$ cat src/rtl/rtc_xfer_pkg.sv
package rtc_xfer_pkg;

  localparam int BYTE_W = 8;

  typedef enum logic [1:0] {
    OP_START = 2'd0,
    OP_STOP  = 2'd1,
    OP_WRITE = 2'd2,
    OP_READ  = 2'd3
  } op_e;

  typedef enum logic [2:0] {
    ST_START1,
    ST_DEVW,
    ST_REG,
    ST_WDATA,
    ST_START2,
    ST_DEVR,
    ST_RDATA,
    ST_STOP
  } step_e;

  typedef enum logic [1:0] {
    PH_IDLE,
    PH_FETCH,
    PH_ISSUE,
    PH_WAIT
  } phase_e;

  // strobes from control to datapath
  typedef struct packed {
    logic loadReq;
    logic loadWr;
    logic decCount;
    logic capRd;
    logic setFail;
  } dpCtl_t;

endpackage

$ cat src/rtl/rtc_xfer_datapath.sv
module rtc_xfer_datapath
  import rtc_xfer_pkg::*;
#(
  parameter int          CNT_W    = 8,
  parameter logic [6:0]  DEV_ADDR = 7'h68
) (
  input  logic              clk,
  input  logic              rstN,
  input  dpCtl_t            ctl,
  input  step_e             step,
  input  logic              reqRead,
  input  logic [BYTE_W-1:0] reqAddr,
  input  logic [CNT_W-1:0]  reqCount,
  input  logic [BYTE_W-1:0] wrData,
  input  logic [BYTE_W-1:0] rspData,
  output logic              isRead,
  output logic              countZero,
  output logic              countLast,
  output logic [BYTE_W-1:0] cmdData,
  output logic              cmdAck,
  output logic              rdValid,
  output logic [BYTE_W-1:0] rdData,
  output logic              ok
);

  localparam logic [BYTE_W-1:0] DEV_WR = {DEV_ADDR, 1'b0};
  localparam logic [BYTE_W-1:0] DEV_RD = {DEV_ADDR, 1'b1};

  logic [BYTE_W-1:0] addrQ;
  logic [BYTE_W-1:0] dataQ;
  logic [CNT_W-1:0]  countQ;

  always_ff @(posedge clk or negedge rstN) begin
    if (!rstN) begin
      isRead  <= 1'b0;
      addrQ   <= '0;
      dataQ   <= '0;
      countQ  <= '0;
      rdValid <= 1'b0;
      rdData  <= '0;
      ok      <= 1'b0;
    end else begin
      rdValid <= ctl.capRd;
      if (ctl.loadReq) begin
        isRead <= reqRead;
        addrQ  <= reqAddr;
        countQ <= reqCount;
        ok     <= 1'b1;
      end
      if (ctl.loadWr)   dataQ  <= wrData;
      if (ctl.decCount) countQ <= countQ - 1'b1;
      if (ctl.capRd)    rdData <= rspData;
      if (ctl.setFail)  ok     <= 1'b0;
    end
  end

  assign countZero = (countQ == '0);
  assign countLast = (countQ == CNT_W'(1));
  assign cmdAck    = !countLast;

  always_comb begin
    case (step)
      ST_DEVW:  cmdData = DEV_WR;
      ST_REG:   cmdData = addrQ;
      ST_WDATA: cmdData = dataQ;
      ST_DEVR:  cmdData = DEV_RD;
      default:  cmdData = '0;
    endcase
  end

endmodule

$ cat src/rtl/rtc_xfer_control.sv
module rtc_xfer_control
  import rtc_xfer_pkg::*;
(
  input  logic   clk,
  input  logic   rstN,
  input  logic   reqValid,
  input  logic   wrValid,
  input  logic   cmdReady,
  input  logic   rspValid,
  input  logic   rspAck,
  input  logic   isRead,
  input  logic   countZero,
  input  logic   countLast,
  output logic   reqReady,
  output logic   wrReady,
  output logic   cmdValid,
  output op_e    cmdOp,
  output step_e  step,
  output dpCtl_t ctl,
  output logic   done
);

  phase_e phase, nextPhase;
  step_e  nextStep;
  logic   finish;

  always_ff @(posedge clk or negedge rstN) begin
    if (!rstN) begin
      phase <= PH_IDLE;
      step  <= ST_START1;
      done  <= 1'b0;
    end else begin
      phase <= nextPhase;
      step  <= nextStep;
      done  <= finish;
    end
  end

  assign reqReady = (phase == PH_IDLE);
  assign wrReady  = (phase == PH_FETCH);
  assign cmdValid = (phase == PH_ISSUE);

  always_comb begin
    case (step)
      ST_START1, ST_START2: cmdOp = OP_START;
      ST_STOP:              cmdOp = OP_STOP;
      ST_RDATA:             cmdOp = OP_READ;
      default:              cmdOp = OP_WRITE;
    endcase
  end

  always_comb begin
    ctl       = '0;
    nextPhase = phase;
    nextStep  = step;
    finish    = 1'b0;
    case (phase)
      PH_IDLE: if (reqValid) begin
        ctl.loadReq = 1'b1;
        nextStep    = ST_START1;
        nextPhase   = PH_ISSUE;
      end
      PH_FETCH: if (wrValid) begin
        ctl.loadWr = 1'b1;
        nextPhase  = PH_ISSUE;
      end
      PH_ISSUE: if (cmdReady) nextPhase = PH_WAIT;
      PH_WAIT: if (rspValid) begin
        nextPhase = PH_ISSUE;
        case (step)
          ST_START1: nextStep = ST_DEVW;
          ST_DEVW: begin
            ctl.setFail = !rspAck;
            nextStep    = rspAck ? ST_REG : ST_STOP;
          end
          ST_REG: begin
            ctl.setFail = !rspAck;
            if (!rspAck || countZero) nextStep = ST_STOP;
            else if (isRead)          nextStep = ST_START2;
            else begin
              nextStep  = ST_WDATA;
              nextPhase = PH_FETCH;
            end
          end
          ST_WDATA: begin
            ctl.decCount = 1'b1;
            ctl.setFail  = !rspAck;
            if (!rspAck || countLast) nextStep = ST_STOP;
            else nextPhase = PH_FETCH;
          end
          ST_START2: nextStep = ST_DEVR;
          ST_DEVR: begin
            ctl.setFail = !rspAck;
            nextStep    = rspAck ? ST_RDATA : ST_STOP;
          end
          ST_RDATA: begin
            ctl.capRd    = 1'b1;
            ctl.decCount = 1'b1;
            if (countLast) nextStep = ST_STOP;
          end
          default: begin
            nextPhase = PH_IDLE;
            finish    = 1'b1;
          end
        endcase
      end
      default: nextPhase = PH_IDLE;
    endcase
  end

  // completion strobe lasts one cycle
  a_r8_done_pulse: assert property (@(posedge clk) disable iff (!rstN)
    done |=> !done);

  // block is ready for a new request when completion is reported
  a_r8_done_idle: assert property (@(posedge clk) disable iff (!rstN)
    done |-> reqReady);

  // an offered command is held until taken
  a_r10_cmd_hold: assert property (@(posedge clk) disable iff (!rstN)
    (cmdValid && !cmdReady) |=> (cmdValid && $stable(cmdOp)));

endmodule

$ cat src/rtl/rtc_xfer_seq.sv
module rtc_xfer_seq
  import rtc_xfer_pkg::*;
#(
  parameter int         CNT_W    = 8,
  parameter logic [6:0] DEV_ADDR = 7'h68
) (
  input  logic              clk,
  input  logic              rstN,
  input  logic              reqValid,
  output logic              reqReady,
  input  logic              reqRead,
  input  logic [BYTE_W-1:0] reqAddr,
  input  logic [CNT_W-1:0]  reqCount,
  input  logic              wrValid,
  output logic              wrReady,
  input  logic [BYTE_W-1:0] wrData,
  output logic              rdValid,
  output logic [BYTE_W-1:0] rdData,
  output logic              cmdValid,
  input  logic              cmdReady,
  output logic [1:0]        cmdOp,
  output logic [BYTE_W-1:0] cmdData,
  output logic              cmdAck,
  input  logic              rspValid,
  input  logic              rspAck,
  input  logic [BYTE_W-1:0] rspData,
  output logic              done,
  output logic              ok
);

  dpCtl_t ctl;
  step_e  step;
  op_e    opSel;
  logic   isRead, countZero, countLast;

  rtc_xfer_control u_ctrl (
    .clk(clk), .rstN(rstN), .reqValid(reqValid), .wrValid(wrValid),
    .cmdReady(cmdReady), .rspValid(rspValid), .rspAck(rspAck),
    .isRead(isRead), .countZero(countZero), .countLast(countLast),
    .reqReady(reqReady), .wrReady(wrReady), .cmdValid(cmdValid),
    .cmdOp(opSel), .step(step), .ctl(ctl), .done(done)
  );

  rtc_xfer_datapath #(.CNT_W(CNT_W), .DEV_ADDR(DEV_ADDR)) u_dp (
    .clk(clk), .rstN(rstN), .ctl(ctl), .step(step),
    .reqRead(reqRead), .reqAddr(reqAddr), .reqCount(reqCount),
    .wrData(wrData), .rspData(rspData), .isRead(isRead),
    .countZero(countZero), .countLast(countLast), .cmdData(cmdData),
    .cmdAck(cmdAck), .rdValid(rdValid), .rdData(rdData), .ok(ok)
  );

  assign cmdOp = opSel;

  // a read strobe never coincides with completion
  a_r7_rd_not_done: assert property (@(posedge clk) disable iff (!rstN)
    rdValid |-> !done);

endmodule

$ cat config.mk
export PLATFORM = sky130hd
export DESIGN_NAME = rtc_xfer_seq
export DESIGN_NICKNAME = d
export VERILOG_FILES = /design/src/rtl/rtc_xfer_pkg.sv /design/src/rtl/rtc_xfer_datapath.sv /design/src/rtl/rtc_xfer_control.sv /design/src/rtl/rtc_xfer_seq.sv
export SDC_FILE = /design/constraint.sdc
export NUM_CORES = 1
export LEC_CHECK = 0
export CAP_MARGIN = 10
export CELL_PAD_IN_SITES_DETAIL_PLACEMENT = 1
export CELL_PAD_IN_SITES_GLOBAL_PLACEMENT = 2
export CORE_MARGIN = 2
export CORE_UTILIZATION = 34
export DETAILED_ROUTE_END_ITERATION = 12
export DONT_BUFFER_PORTS = 1
export PLACE_DENSITY_LB_ADDON = 0.1
export SLEW_MARGIN = 40
export SYNTH_ARGS = -nofsm -noshare
export SYNTH_HDL_FRONTEND = slang
export SYNTH_HIERARCHICAL = 1
export SYNTH_SLANG_ARGS = --single-unit
export TNS_END_PERCENT = 100
$ cat constraint.sdc
create_clock -name clk -period 1.8 [get_ports clk]
set_input_delay 0 -clock clk [delete_from_list [all_inputs] [get_ports clk]]
set_output_delay 0 -clock clk [all_outputs]
set_load 0.005 [all_outputs]
==> results_dict.tcl, run 1 <==
set metrics [dict create \
    status "finished, violations left" \
    violations "negative setup slack" \
    synth_area_leader_cell "dfrtp_1" \
    setup_viol 2 \
    start_util_pct 34.7 \
    ys.flop_type "dfrtp_1" \
    worstSetupEndpointType "flip-flop" \
    slew_viol_final 0 \
    multi_input_area_um2 1130 \
    cp-start-kind "flip-flop" \
    setup_ws_ns -0.0381 \
    ioPinCount 65 \
    ant_nets 0 \
    synthTopCellsByArea "dfrtp_1, mux2_2, nor2_1" \
    h-tree-depth 2 \
    period_minus_slack_ns 1.84 \
    tightestPinTransition_ns 0.289 \
    num-fill-cells 686 \
    antenna_cells 0 \
    drive_gt1_share_pct 28.5 \
    p_sw_mw 1.75 \
    clockBufferDepth 2 \
    io_buffers 0 \
    clockPowerShare_pct 15.9 \
    cts.sinks 41 \
    path_clk_slew_ns 0.08 \
    dr.first_iter.drc_count 37 \
    regArea_um2 1030 \
    numCtsBuffers 5 \
    die_area_um2 7070 \
    die_x_um 84.1 \
    ys_types 50 \
    routabilityCongestion 0.929 \
    netlist_instances 209 \
    placed_area_um2 2450 \
    viasPerCell 5.26 \
    overflow 0 \
    grt_pass1_wl_um 10200 \
    wire_per_inst_um 17.3 \
    avgSynthCellArea_um2 10.4 \
    drt-total-wl_um 5990 \
    max_freq_mhz 544 \
    crit_required_ns 2.03 \
    grt_pass1_vias 2022 \
    syn_to_final_growth_pct 38.9 \
    pre_cts_slack_ns -0.240 \
    dpl.hpwl_um 4270 \
    antenna_found_initial 0 \
    power_per_cell_area_nw_per_um2 1530 \
    hold_path.class "input pin to flip-flop" \
    skew_ns 0.00385 \
    syn_nets 252 \
    finalNetCount 313 \
    synth_edf_count 0 \
    crit_path_max_fanout 4 \
    drcViolationCount 0 \
    switching_share_pct 38.0 \
    fp.dieH_um 84.1 \
    finalCoreUtilization_pct 48.2 \
    yosysWarnings 6 \
    intPower_mw 2.86 \
    rsz0062_at_grt "true" \
    dr.pass1.iters 6 \
    async_flop_share_pct 100 \
    drv_cap 0 \
    synthesis.area_um2 2180 \
    clk_latency_ns 0.29 \
    seq_power_share_pct 36.1 \
    vdd_drop_max_mv 0.675 \
    vias 1826 \
    rows 29 \
    leakagePower_nw 1.32 \
    clockRootBuffer "clkbuf_8" \
    seq_area_frac_synth_pct 47.1 \
    crit_arrival_ns 2.07 \
    cts_tree "yes" \
    grt_max_degree 42 \
    pwr-share-comb_pct 48.0 \
    slew_headroom_pct 80.6 \
    synth.top_cell.area_share_pct 47.1 \
    crit_type "flip-flop to flip-flop" \
    synth_seq_cells 41 \
    finalCritPeriodShare_pct 102 \
    coreArea_um2 6280 \
    hold_violations 0 \
    final_cell_area_um2 3030 \
    grt_usage_pct 18.0 \
]
## through the flow
| stage | power, mW | instances | hold WS (ns) | TNS (ns) |
|---|---|---|---|---|
| after CTS | 4.62 | 345 | 0.0112 | -0.0645 |
| after floorplan | 3.03 | 209 | -0.296 | -0.122 |
| after global placement | 3.63 | 298 | -0.295 | -0.372 |
| after global routing | 4.97 | 347 | 0.0401 | -0.353 |
| final | 4.62 | 347 | 0.0130 | -0.0389 |
| after detailed placement | 3.73 | 298 | -0.295 | -0.583 |
## cells in the final DEF, fill, tap and decap left out, types with 2 or more instances in the layout
cell and count:
o211a_1 2, a31oi_1 2, mux2i_1 5, or3_1 2, nor2b_1 3, o21ai_0 9
inv_1 10, nand2_1 14, ha_1 3, o22ai_1 2, nor3_1 3, mux2_1 2
dlygate4sd3_1 38, and2_1 2, nor2_1 18, nand2b_1 2, clkbuf_8 5, a21oi_1 8
nand3_1 3, buf_4 26, nor4_1 3, mux2_2 23, and3_1 4, a22o_1 4
dfrtp_1 41, and2_4 2, inv_2 2
## path summary, 6_finish.rpt
check | from | depth (start not counted) | slack, ns | to
max | u_dp/countQ[6]$_DFFE_PN0P_ | 6 | -0.04 | u_ctrl/step[1]$_DFFE_PN0P_
min | rspAck | 3 | 0.01 | u_ctrl/step[2]$_DFFE_PN0P_
max reg2reg | u_dp/countQ[6]$_DFFE_PN0P_ | 6 | -0.04 | u_ctrl/step[1]$_DFFE_PN0P_
min in group asynchronous | rstN | 2 | 0.25 | u_dp/dataQ[0]$_DFFE_PN0P_
max in group asynchronous | rstN | 2 | 1.36 | u_dp/dataQ[2]$_DFFE_PN0P_
min reg2reg | u_dp/dataQ[5]$_DFFE_PN0P_ | 1 | 0.51 | u_dp/dataQ[5]$_DFFE_PN0P_
## what timing repair did
action / 4_1_cts / 5_1_grt
hold endpoints to repair: 76 / 0
setup buffers: 1 / 2
setup endpoints to repair: 4 / 6
pin swaps: 4 / 0
resized for setup: 3 / 4
hold buffers: 39 / 0
## cell families (layout without fill, tap and decap cells)
family | count (synthesis) | count (layout) | synth area share, %
xor gates and xnor gates | 1 | 1 | 0.402
AOI/OAI and AO/OA | 39 | 39 | 13.1
buffers and inverters | 24 | 85 | 4.71
DFF | 41 | 41 | 47.1
muxes | 30 | 30 | 15.2
and+or+nand+nor | 71 | 71 | 17.7
adders and majority gates | 3 | 3 | 1.72
## area by class of cell
cell class	instances	area share, %
Sequential cell	41	33.9
Tap cell	77	3.18
Clock inverter	2	1.16
Multi-Input combinational cell	144	37.4
Clock buffer	5	2.27
Timing Repair Buffer	66	20.6
Inverter	12	1.49
## flip-flops by register name, summed over array words and instances (netlist names)
| register | count |
|---|---|
| u_ctrl/phase | 2 |
| u_dp/rdData | 8 |
| u_dp/dataQ | 8 |
| u_dp/isRead | 1 |
| u_ctrl/done | 1 |
| u_ctrl/step | 3 |
| u_dp/rdValid | 1 |
| u_dp/countQ | 8 |
| u_dp/ok | 1 |
| u_dp/addrQ | 8 |
## power by group through the flow
| stage | sequential, mW | clock, mW | combinational (mW) |
|---|---|---|---|
| after floorplan | 1.62 | 0 | 1.41 |
| after global placement | 1.66 | 0 | 1.97 |
| after detailed placement | 1.69 | 0 | 2.04 |
| after CTS | 1.67 | 0.759 | 2.19 |
| after global routing | 1.74 | 0.790 | 2.44 |
| final | 1.67 | 0.734 | 2.22 |
## Yosys cell counts (2+ instances only)
cell type  count
mux2_2        23
dfrtp_1       41
nor4_1         5
or3_1          2
and3_1         4
mux2i_1        5
mux2_1         2
o21ai_0        9
a31oi_1        2
nand3_1        3
nor2_1        18
nand2b_1       3
clkbuf_1       7
inv_1         11
a22o_1         4
a21oi_1        8
nand2_1       14
and2_1         4
nor4b_1        2
nor2b_1        3
ha_1           3
nor3_1         3
o211a_1        2
buf_2          4
o22ai_1        2
## worst max-delay path, stage by stage, from the launching register on
cell,delay (ns)
dfrtp_1,0.39
or3_4,0.41
nor4_4,0.20
and2_4,0.23
nor4b_4,0.06
a2111oi_2,0.32
a311o_1,0.18
## per-layer routing
metal	part of all wire, %	vias to the layer above	routed length [µm]	GRT usage (%)
li1	-	864	-	-
met3	3.9	10	236	3.76
met5	0	-	0	0
met2	51	42	3050	30.6
met4	1.9	0	116	6.45
met1	43	910	2590	22.5
(Power assumes the default switching activity.)
==> inputs of run 2 (changes only) <==
Settings changed: REMOVE_ABC_BUFFERS set to 1.
==> results_dict.tcl, run 2 (synthesis gave the netlist of run 1 again) <==
set metrics [dict create \
    status "finished, violations left" \
    violations "negative setup slack" \
    path_clk_slew_ns 0.09 \
    cp-start-kind "flip-flop" \
    dr.first_iter.drc_count 48 \
    die_x_um 84.1 \
    holdWs_ns 0.0224 \
    period_minus_slack_ns 1.85 \
    crit_path_max_fanout 3 \
    top_usage_layer "met2" \
    finalNetCount 314 \
    slew_headroom_pct 68.5 \
    antenna_found_initial 0 \
    hold_violations 0 \
    die_area_um2 7070 \
    grt_use_met3_pct 4.75 \
    r2r_cells 7 \
    placed_area_um2 2430 \
    finalCritPeriodShare_pct 103 \
    final_cells 349 \
    tightestPinTransition_ns 0.468 \
    antenna_cells 0 \
    grt_util_met2_pct 35.6 \
    rsz0062_at_grt "true" \
    cts.sinks 41 \
    viasPerCell 5.25 \
    vdd_drop_max_mv 0.548 \
    crit_required_ns 2.04 \
    crit_type "flip-flop to flip-flop" \
    dpl.hpwl_um 4450 \
    rows 29 \
    drt-total-wl_um 6340 \
    post_cts_buffers 0 \
    grt_pass1_wl_um 10400 \
    clockRootBuffer "clkbuf_8" \
    grt_usage_pct 18.5 \
    hold_path_depth 3 \
    num-fill-cells 716 \
    cts_tree "yes" \
    p_total_mw 4.69 \
    numCtsBuffers 5 \
    placedCellCount 302 \
    grt_max_degree 42 \
    skew_ns 0.00894 \
    syn_to_final_growth_pct 39.2 \
    grt_use_met1_pct 19.5 \
    drcViolationCount 0 \
    wire_per_inst_um 18.2 \
    dr.pass1.iters 4 \
    setup_ws_ns -0.0511 \
    grt_pass1_vias 2098 \
    fp.dieH_um 84.1 \
    clk_latency_ns 0.30 \
    ant_nets 0 \
    coreArea_um2 6280 \
    final_cell_mix "dfrtp_1, dlygate4sd3_1, buf_4" \
    start_util_pct 34.7 \
    overflow 0 \
    max_freq_mhz 540 \
    io_buffers 0 \
    ioPinCount 65 \
    slew_viol_final 0 \
    power_per_cell_area_nw_per_um2 1550 \
    h-tree-depth 2 \
    hold_path.class "input pin to flip-flop" \
    crit_arrival_ns 2.09 \
    final_cell_area_um2 3030 \
    finalCoreUtilization_pct 48.3 \
    setup_viol 2 \
    clockBufferDepth 2 \
    worstSetupEndpointType "flip-flop" \
    drv_cap 0 \
    routabilityCongestion 0.782 \
    drive_gt1_share_pct 29.8 \
    vias 1833 \
    r2r_slack_ns -0.05 \
    leakagePower_nw 1.33 \
    final_common_cell "dfrtp_1" \
]
==> run 2: path summary, 6_finish.rpt <==
kind	from	end
min in group asynchronous	rstN	u_dp/addrQ[4]$_DFFE_PN0P_
setup / recovery	u_dp/countQ[4]$_DFFE_PN0P_	u_ctrl/step[1]$_DFFE_PN0P_
setup reg to reg	u_dp/countQ[4]$_DFFE_PN0P_	u_ctrl/step[1]$_DFFE_PN0P_
hold / removal	rspValid	u_dp/ok$_DFFE_PN0P_
max in group asynchronous	rstN	u_dp/addrQ[2]$_DFFE_PN0P_
hold reg to reg	u_dp/dataQ[3]$_DFFE_PN0P_	u_dp/dataQ[3]$_DFFE_PN0P_
==> run 2: metal layers <==
metal / wire length, µm / share of wire (%)
met3: 305 / 4.8
met4: 68 / 1.1
met1: 2500 / 39
met5: 0 / 0
met2: 3470 / 55
==> run 2: what timing repair did <==
item / in CTS / in global routing
hold buffers: 39 / 0
setup endpoints to repair: 5 / 19
gates resized for setup: 12 / 5
hold endpoints to repair: 78 / 0
pin swaps: 9 / 7
==> run 2: area by class of cell <==
class	instances	area (µm²)	share of cell area (%)
multi-input cells	144	1140	37.5
repair buffers	67	614	20.3
well taps	77	96.3	3.18
flip-flops and latches	41	1030	33.9
clock buffers	6	72.6	2.39
inverters	12	45.0	1.49
clock inverters	2	38.8	1.28
==> run 2: per-stage QoR <==
| stage | TNS [ns] | setup slack [ns] |
|---|---|---|
| after floorplan | -3.97 | -0.365 |
| after global routing | -0.319 | -0.137 |
| after global placement | -0.800 | -0.246 |
| after CTS | -0.502 | -0.151 |
| after detailed placement | -1.00 | -0.330 |
| final | -0.0703 | -0.0511 |
==> run 2: worst max-delay path, cell delays in order (launching register included) <==
cell and delay [ns]:
dfrtp_1 0.39, or3_4 0.40, nor4_2 0.14, buf_4 0.15
and2_4 0.15, nor4b_4 0.05, a2111oi_2 0.36, a311o_1 0.15
==> run 2: power by group <==
group | switching, mW | total, mW | internal (mW)
combinational | 1.11 | 2.24 | 1.13
sequential | 0.345 | 1.70 | 1.35
clock | 0.339 | 0.756 | 0.417
total | 1.79 | 4.69 | 2.90
